--- src/rtl/cfg_route_pkg.sv ---
package cfg_route_pkg;

  typedef enum logic [1:0] {
    RC_CLAIM    = 2'd0,
    RC_LOCALIZE = 2'd1,
    RC_PASS     = 2'd2,
    RC_REJECT   = 2'd3
  } route_code_e;

  localparam logic KIND_LOCAL  = 1'b0;
  localparam logic KIND_REMOTE = 1'b1;

  localparam int NUM_BUSREG = 3;
  localparam int SEL_W      = 2;

  localparam logic [SEL_W-1:0] SEL_PRI = 2'd0;
  localparam logic [SEL_W-1:0] SEL_SEC = 2'd1;
  localparam logic [SEL_W-1:0] SEL_SUB = 2'd2;

endpackage

--- src/rtl/cfg_busnum_regs.sv ---
module cfg_busnum_regs
  import cfg_route_pkg::*;
#(
  parameter int BUS_W = 8
) (
  input  logic             clk,
  input  logic             rst_n,
  input  logic             wr_en,
  input  logic [SEL_W-1:0] wr_sel,
  input  logic [BUS_W-1:0] wr_data,
  output logic [BUS_W-1:0] pri_q,
  output logic [BUS_W-1:0] sec_q,
  output logic [BUS_W-1:0] sub_q
);

  logic [BUS_W-1:0] bank [NUM_BUSREG];

  for (genvar g = 0; g < NUM_BUSREG; g++) begin : g_reg
    logic hit;
    assign hit = wr_en && (wr_sel == SEL_W'(g));
    always_ff @(posedge clk) begin
      if (!rst_n)   bank[g] <= '0;
      else if (hit) bank[g] <= wr_data;
    end
  end

  assign pri_q = bank[SEL_PRI];
  assign sec_q = bank[SEL_SEC];
  assign sub_q = bank[SEL_SUB];

endmodule

--- src/rtl/cfg_route_decode.sv ---
module cfg_route_decode
  import cfg_route_pkg::*;
#(
  parameter int BUS_W = 8,
  parameter int DEV_W = 5,
  parameter int FN_W  = 3
) (
  input  logic             i_kind,
  input  logic [BUS_W-1:0] i_bus,
  input  logic [DEV_W-1:0] i_dev,
  input  logic [FN_W-1:0]  i_fn,
  input  logic [BUS_W-1:0] sec,
  input  logic [BUS_W-1:0] sub,
  output route_code_e      o_code,
  output logic             o_kind,
  output logic [BUS_W-1:0] o_bus,
  output logic [DEV_W-1:0] o_dev,
  output logic [FN_W-1:0]  o_fn,
  output logic             down_en,
  output logic             hit_sec,
  output logic             in_window
);

  function automatic logic is_secondary(input logic [BUS_W-1:0] b,
                                        input logic [BUS_W-1:0] s);
    return b == s;
  endfunction

  function automatic logic is_below_bridge(input logic [BUS_W-1:0] b,
                                           input logic [BUS_W-1:0] s,
                                           input logic [BUS_W-1:0] top);
    return (b > s) && (b <= top);
  endfunction

  assign down_en   = (sec != '0);
  assign hit_sec   = is_secondary(i_bus, sec);
  assign in_window = is_below_bridge(i_bus, sec, sub);

  always_comb begin
    o_code = RC_CLAIM;
    o_kind = i_kind;
    o_bus  = i_bus;
    o_dev  = i_dev;
    o_fn   = i_fn;
    if (i_kind == KIND_LOCAL) begin
      o_code = RC_CLAIM;
    end else if (down_en && hit_sec) begin
      o_code = RC_LOCALIZE;
      o_kind = KIND_LOCAL;
      o_bus  = '0;
    end else if (down_en && in_window) begin
      o_code = RC_PASS;
    end else begin
      o_code = RC_REJECT;
    end
  end

endmodule

--- src/rtl/cfg_route_stage.sv ---
module cfg_route_stage #(
  parameter int W = 8
) (
  input  logic         clk,
  input  logic         rst_n,
  input  logic         s_valid,
  output logic         s_ready,
  input  logic [W-1:0] s_data,
  output logic         m_valid,
  input  logic         m_ready,
  output logic [W-1:0] m_data
);

  logic take;

  assign s_ready = !m_valid || m_ready;
  assign take    = s_valid && s_ready;

  always_ff @(posedge clk) begin
    if (!rst_n) begin
      m_valid <= 1'b0;
      m_data  <= '0;
    end else if (take) begin
      m_valid <= 1'b1;
      m_data  <= s_data;
    end else if (m_ready) begin
      m_valid <= 1'b0;
    end
  end

endmodule

--- src/rtl/cfg_route.sv ---
module cfg_route
  import cfg_route_pkg::*;
#(
  parameter int BUS_W = 8,
  parameter int DEV_W = 5,
  parameter int FN_W  = 3
) (
  input  logic             clk,
  input  logic             rst_n,
  input  logic             wr_en,
  input  logic [1:0]       wr_sel,
  input  logic [BUS_W-1:0] wr_data,
  output logic [BUS_W-1:0] pri_bus,
  output logic [BUS_W-1:0] sec_bus,
  output logic [BUS_W-1:0] sub_bus,
  input  logic             in_valid,
  output logic             in_ready,
  input  logic             in_kind,
  input  logic [BUS_W-1:0] in_bus,
  input  logic [DEV_W-1:0] in_dev,
  input  logic [FN_W-1:0]  in_fn,
  output logic             out_valid,
  input  logic             out_ready,
  output logic             out_kind,
  output logic [BUS_W-1:0] out_bus,
  output logic [DEV_W-1:0] out_dev,
  output logic [FN_W-1:0]  out_fn,
  output logic [1:0]       out_code
);

  localparam int PAY_W = 2 + 1 + BUS_W + DEV_W + FN_W;

  route_code_e      dec_code;
  logic             dec_kind;
  logic [BUS_W-1:0] dec_bus;
  logic [DEV_W-1:0] dec_dev;
  logic [FN_W-1:0]  dec_fn;
  logic             down_en;
  logic             hit_sec;
  logic             in_window;
  logic             accept;
  logic [PAY_W-1:0] pay_in;
  logic [PAY_W-1:0] pay_out;

  cfg_busnum_regs #(.BUS_W(BUS_W)) u_regs (
    .clk     (clk),
    .rst_n   (rst_n),
    .wr_en   (wr_en),
    .wr_sel  (wr_sel),
    .wr_data (wr_data),
    .pri_q   (pri_bus),
    .sec_q   (sec_bus),
    .sub_q   (sub_bus)
  );

  cfg_route_decode #(.BUS_W(BUS_W), .DEV_W(DEV_W), .FN_W(FN_W)) u_dec (
    .i_kind    (in_kind),
    .i_bus     (in_bus),
    .i_dev     (in_dev),
    .i_fn      (in_fn),
    .sec       (sec_bus),
    .sub       (sub_bus),
    .o_code    (dec_code),
    .o_kind    (dec_kind),
    .o_bus     (dec_bus),
    .o_dev     (dec_dev),
    .o_fn      (dec_fn),
    .down_en   (down_en),
    .hit_sec   (hit_sec),
    .in_window (in_window)
  );

  assign pay_in = {dec_code, dec_kind, dec_bus, dec_dev, dec_fn};

  cfg_route_stage #(.W(PAY_W)) u_stage (
    .clk     (clk),
    .rst_n   (rst_n),
    .s_valid (in_valid),
    .s_ready (in_ready),
    .s_data  (pay_in),
    .m_valid (out_valid),
    .m_ready (out_ready),
    .m_data  (pay_out)
  );

  assign accept = in_valid && in_ready;
  assign {out_code, out_kind, out_bus, out_dev, out_fn} = pay_out;

endmodule

--- config.mk ---
export PLATFORM = sky130hd
export DESIGN_NAME = cfg_route
export DESIGN_NICKNAME = d
export VERILOG_FILES = /design/src/rtl/cfg_route_pkg.sv /design/src/rtl/cfg_busnum_regs.sv /design/src/rtl/cfg_route_decode.sv /design/src/rtl/cfg_route_stage.sv /design/src/rtl/cfg_route.sv
export SDC_FILE = /design/constraint.sdc
export NUM_CORES = 1
export LEC_CHECK = 0
export ABC_AREA = 1
export BUFFER_PORTS_ARGS = -buffer_cell sky130_fd_sc_hd__buf_4
export CAP_MARGIN = 20
export CORE_ASPECT_RATIO = 0.75
export CORE_MARGIN = 5
export CORE_UTILIZATION = 42
export CTS_BUF_LIST = sky130_fd_sc_hd__clkbuf_2
export DETAILED_ROUTE_END_ITERATION = 6
export GPL_ROUTABILITY_DRIVEN = 0
export GPL_TIMING_DRIVEN = 0
export PLACE_DENSITY_LB_ADDON = 0.05
export SYNTH_ARGS = -nofsm -noshare
export SYNTH_HDL_FRONTEND = slang
export SYNTH_SLANG_ARGS = --single-unit
export TNS_END_PERCENT = 100
--- constraint.sdc ---
create_clock -name clk -period 1.4 [get_ports clk]
set_input_delay 0.21 -clock clk [delete_from_list [all_inputs] [get_ports clk]]
set_output_delay 0.21 -clock clk [all_outputs]
set_load 0.005 [all_outputs]
=== Word level (Yosys, flattened, before mapping) ===
Memories as Yosys holds them, arrays and structs flattened.
Cells that the tools add are included.

* Memories kept: 1
* Word-level logic and storage cells: 45
* Register bits: 20
* Output and inout bits: 45
* Bits in writable memories: 24
* Input port bits: 32

* Bitwise gates (word level): 3
* Reductions and logical operators: 12
* Mux-type cells: 22
* Order comparisons: 2
* Eq/ne operators: 3

{| class="wikitable"
|+ Memories
! name !! words !! width !! rd ports !! clocked after Yosys merged registers in !! write ports !! line !! source
|-
| u_regs.bank || 3 || 8 || 3 || 0 || 3 || cfg_busnum_regs.sv:16 || <nowiki>logic [BUS_W-1:0] bank [NUM_BUSREG];</nowiki>
|}

{| class="wikitable"
|+ Operator list
! operator !! count
|-
| 8-bit 2-to-1 mux || 5
|-
| 1-bit 2-to-1 mux || 15
|-
| 8-bit equality test || 1
|-
| 8-bit > comparator || 1
|-
| 8-bit less-or-equal comparator || 1
|-
| 8-bit nonzero test || 1
|-
| 1-bit logical AND || 7
|-
| 2-bit 2-to-1 mux || 2
|-
| 1-bit OR || 3
|-
| 2-bit by 1-bit equality test with 1-bit output, second input constant || 1
|-
| 2-bit equality test, second input constant || 1
|-
| 2-bit logical NOT || 1
|-
| 2-bit nonzero test || 1
|-
| 1-bit logical NOT || 1
|-
| 1-bit logical OR || 1
|}

=== Longest topological paths before layout ===
An unclocked memory read counts as a cell.

* Depth after elaboration: 7
* Mapped depth: 13
* Depth with buffers taken out: 13

=== Cells and area by module ===
Synthesis repeated with hierarchy kept, for this count alone.

* Cell total of the unflattened synthesis: 306
* Area total of the unflattened synthesis: 2491.1 um2

{| class="wikitable"
|+ By module, submodules not included
! module !! area an instance (um2) !! cells each !! seq. area each (um2) !! times used
|-
| cfg_route_stage || 959.7 || 129 || 400.4 || 1
|-
| cfg_busnum_regs || 894.6 || 68 || 720.7 || 1
|-
| cfg_route_decode || 636.9 || 109 || 0.0 || 1
|}

=== Worst setup path before layout ===
OpenSTA, ideal clock, no wires.

* Kind: register to register
* Start: memory u_regs.bank[1][7]
* End: register u_stage.m_data[10]
* Cell stages (with the launch flop): 10
* Library setup time: 122 ps
* Slack: 24 ps
* Arrival: 1255 ps
* Buffers on the path: 0
* Path through: edfxtp_1 inv_1 ha_1 nand2_1 nor2_1 nand2_1 inv_1 nand3_4 nand2_1 a21oi_2

{| class="wikitable"
|+ RTL lines
! what !! line !! source
|-
| start, declared || cfg_busnum_regs.sv:16 ||
|-
| end signal, assigned || cfg_route_stage.sv:25 || <nowiki>m_data <= s_data;</nowiki>
|-
| end, declared || cfg_route_stage.sv:11 || <nowiki>output logic [W-1:0] m_data</nowiki>
|}

==> metrics.txt <==
result of the run=finished, violations left; violations in the final reports=setup timing; number of nets at the end of the flow=382; worst slew margin relative to its limit=73.1%; worst min-delay path category=input port to flip-flop; count of antenna diodes in the layout=0; pin count of the biggest net entering global routing=14; data required time at the worst endpoint=1730 ps; overall via count from detail_route=1878; VDD IR-drop max=564 µV; routed length per instance=13.5 µm; clock slew seen by the registers of the worst setup and hold paths=210 ps; number of global-route vias before repair=1797; Max FO, Critical Path=8; Slew Limit Fails=0; H-tree levels=2; Top-Level Pins=77; number of buffers inserted during clock tree synthesis=5; post-detailed-routing wire length=5.32 mm; unrepaired setup endpoints after global routing=true; number of filler instances in the final layout=434; starting density of the core=42.8%; final count of hold timing violations=0; share of cells above drive strength 1=39.4%; most frequent cell after synthesis=nor2_1; Overall Power=0.00267 W; crit path time final=1510 ps; remaining antenna violation count=0; signal arrival time at the worst endpoint=1840 ps; Total GRT Usage=16.6%; final instance area=3070 µm²; Peak Freq=662 MHz; max capacitance violation total=0; Leakage Power=1.47 nW; Clock Path Buffers=2; Detailed Place HPWL=3.96 mm; CTS root buf=clkbuf_2; power per cell area=870 nW/µm²; Synth async-reset ratio=0%; cell taking the most area after synthesis=edfxtp_1; top_reg_cell synth=edfxtp_1; sum of negative setup slack=-899 ps; Mapped Area=2060 µm²; top area cells in the synthesized netlist=edfxtp_1 (35%), dfxtp_1 (18%), ha_1 (9.7%); post-synthesis net count=283; period utilisation layout=108%; Detailed Route Iter0 Violations=90; sequential cell area in the final layout=1100 µm²; number of enable-type register cells in the synthesized netlist=24; layout-stage area growth over the synthesis result=48.9%; Clock Sink Count=43; Worst Setup End Kind=flip-flop; # setup viols final=9; Syn. warnings=0; number of remaining DRC errors=0; # rows=22; Die W=90.9 µm; mean instance size in the synthesized netlist=8.77 µm²; transition time at the pin with the least slew margin=403 ps; wire length of the first global-routing pass=8.47 mm; final core utilization=63.7%; Yosys reg bits=43; GRT Residual Overflow=0; most frequent cells after synthesis=nor2_1 (48), nand2_1 (39), inv_1 (35), edfxtp_1 (24), dfxtp_1 (19); CTS tree=yes; Layout Skew=9.28 ps; Worst Setup Slack post-DPL=-161 ps; instance count of the mapped netlist=235; total iterations of the first detailed-routing run=4; ratio of routed vias to standard cells=4.75; final critical-path setup slack=-111 ps; standard cell area after detailed placement=2710 µm²; type of element launching the critical path=flip-flop; area of the core=4820 µm²; number of input and output port buffers inserted=76; critical setup path kind=flip-flop to flip-flop; total die area=6420 µm²; footprint of the multi-input gates=932 µm²; initial antenna violation count=0; latest clock arrival within the worst-skew pair=410 ps; library cells used by synthesis=20; Yosys top cell area share=35.0%; vertical extent of the die=70.7 µm; sequential share of the synthesized area=53.4%
==> flip-flops by register name (all words and copies together) (netlist names) <==
signal,cells
u_stage.m_valid,1
u_stage.m_data,18
u_regs.bank,24
==> per-stage QoR <==
| stage | hold WS [ps] | instances |
|---|---|---|
| 2_1_floorplan | 353 | 235 |
| 3_3_place_gp | 460 | 371 |
| 3_5_place_dp | 467 | 371 |
| 4_1_cts | 11.0 | 390 |
| 5_1_grt | 2.50 | 395 |
| 6_report | 46.7 | 395 |
==> where the power goes <==
group / total, W / leakage [nW] / switching [W] / internal, W
Combinational: 0.000657 / 1.05 / 0.000309 / 0.000347
Sequential: 0.00148 / 0.394 / 0.0000505 / 0.00143
Clock: 0.000532 / 0.0251 / 0.000406 / 0.000125
Total: 0.00267 / 1.47 / 0.000766 / 0.00190
==> cell type report <==
class	count	area share (%)
timing repair buffer	92	24.4
tap	60	2.45
multi-input combinational	150	30.4
clock inverter	2	0.408
sequential	43	35.9
inverter	36	4.40
buffer	6	1.06
clock buffer	6	0.979
==> routing by layer <==
layer | track usage, % | share of wire [%] | vias to the layer above
met5 | 0 | 0 | -
met4 | 2.93 | 0.81 | 0
met1 | 21.8 | 46 | 874
li1 | - | - | 958
met3 | 7.55 | 6.9 | 5
met2 | 25.8 | 46 | 41
==> cells by family (layout without fill, tap and decap cells) <==
| logic type | count (synthesis) | count (layout) | share of synthesized area, % |
|---|---|---|---|
| flops | 43 | 43 | 53.4 |
| fa+ha+maj | 16 | 16 | 9.71 |
| simple gates | 98 | 98 | 19.6 |
| buf+inv | 42 | 142 | 8.14 |
| compound gates | 36 | 36 | 9.17 |
==> critical path: stages, from the launching register on <==
cell      delay [ps]
edfxtp_1         430
inv_2             80
ha_4             280
nand2_4           50
nor2_4           120
nand2_2           70
inv_2             70
nand3_4          160
nand2_2          110
a21oi_2           50
==> cell usage in the layout, fill, tap and decap left out, types with 2 or more instances in the layout <==
master	instances
a21oi_1	8
a21oi_2	9
buf_2	2
buf_4	75
buf_6	9
clkbuf_2	6
dfxtp_1	19
dlygate4sd3_1	10
edfxtp_1	24
ha_1	11
ha_4	5
inv_1	29
inv_2	7
nand2_1	27
nand2_2	11
nand3_1	5
nand4_1	4
nor2_1	45
nor2_2	2
o21ai_0	17
==> path summary, 6_finish.rpt <==
| kind | start | end | slack, ps | cells after the start |
|---|---|---|---|---|
| max | u_regs.bank[1][7] | u_stage.m_data[15] | -110 | 9 |
| min | in_fn[0] | u_stage.m_data[0] | 50 | 3 |
| max reg2reg | u_regs.bank[1][7] | u_stage.m_data[15] | -110 | 9 |
| min reg2reg | u_stage.m_data[18] | u_stage.m_data[18] | 500 | 2 |
==> what timing repair did <==
action / 4_1_cts / 5_1_grt
hold buffers: 6 / 4
cloned: 0 / 0
gates resized for setup: 14 / 31
setup buffers: 5 / 1
setup endpoints to repair: 10 / 15
pin swaps: 17 / 15
endpoints found under the hold margin: 6 / 4
Power figures use the tool's default switching activity.
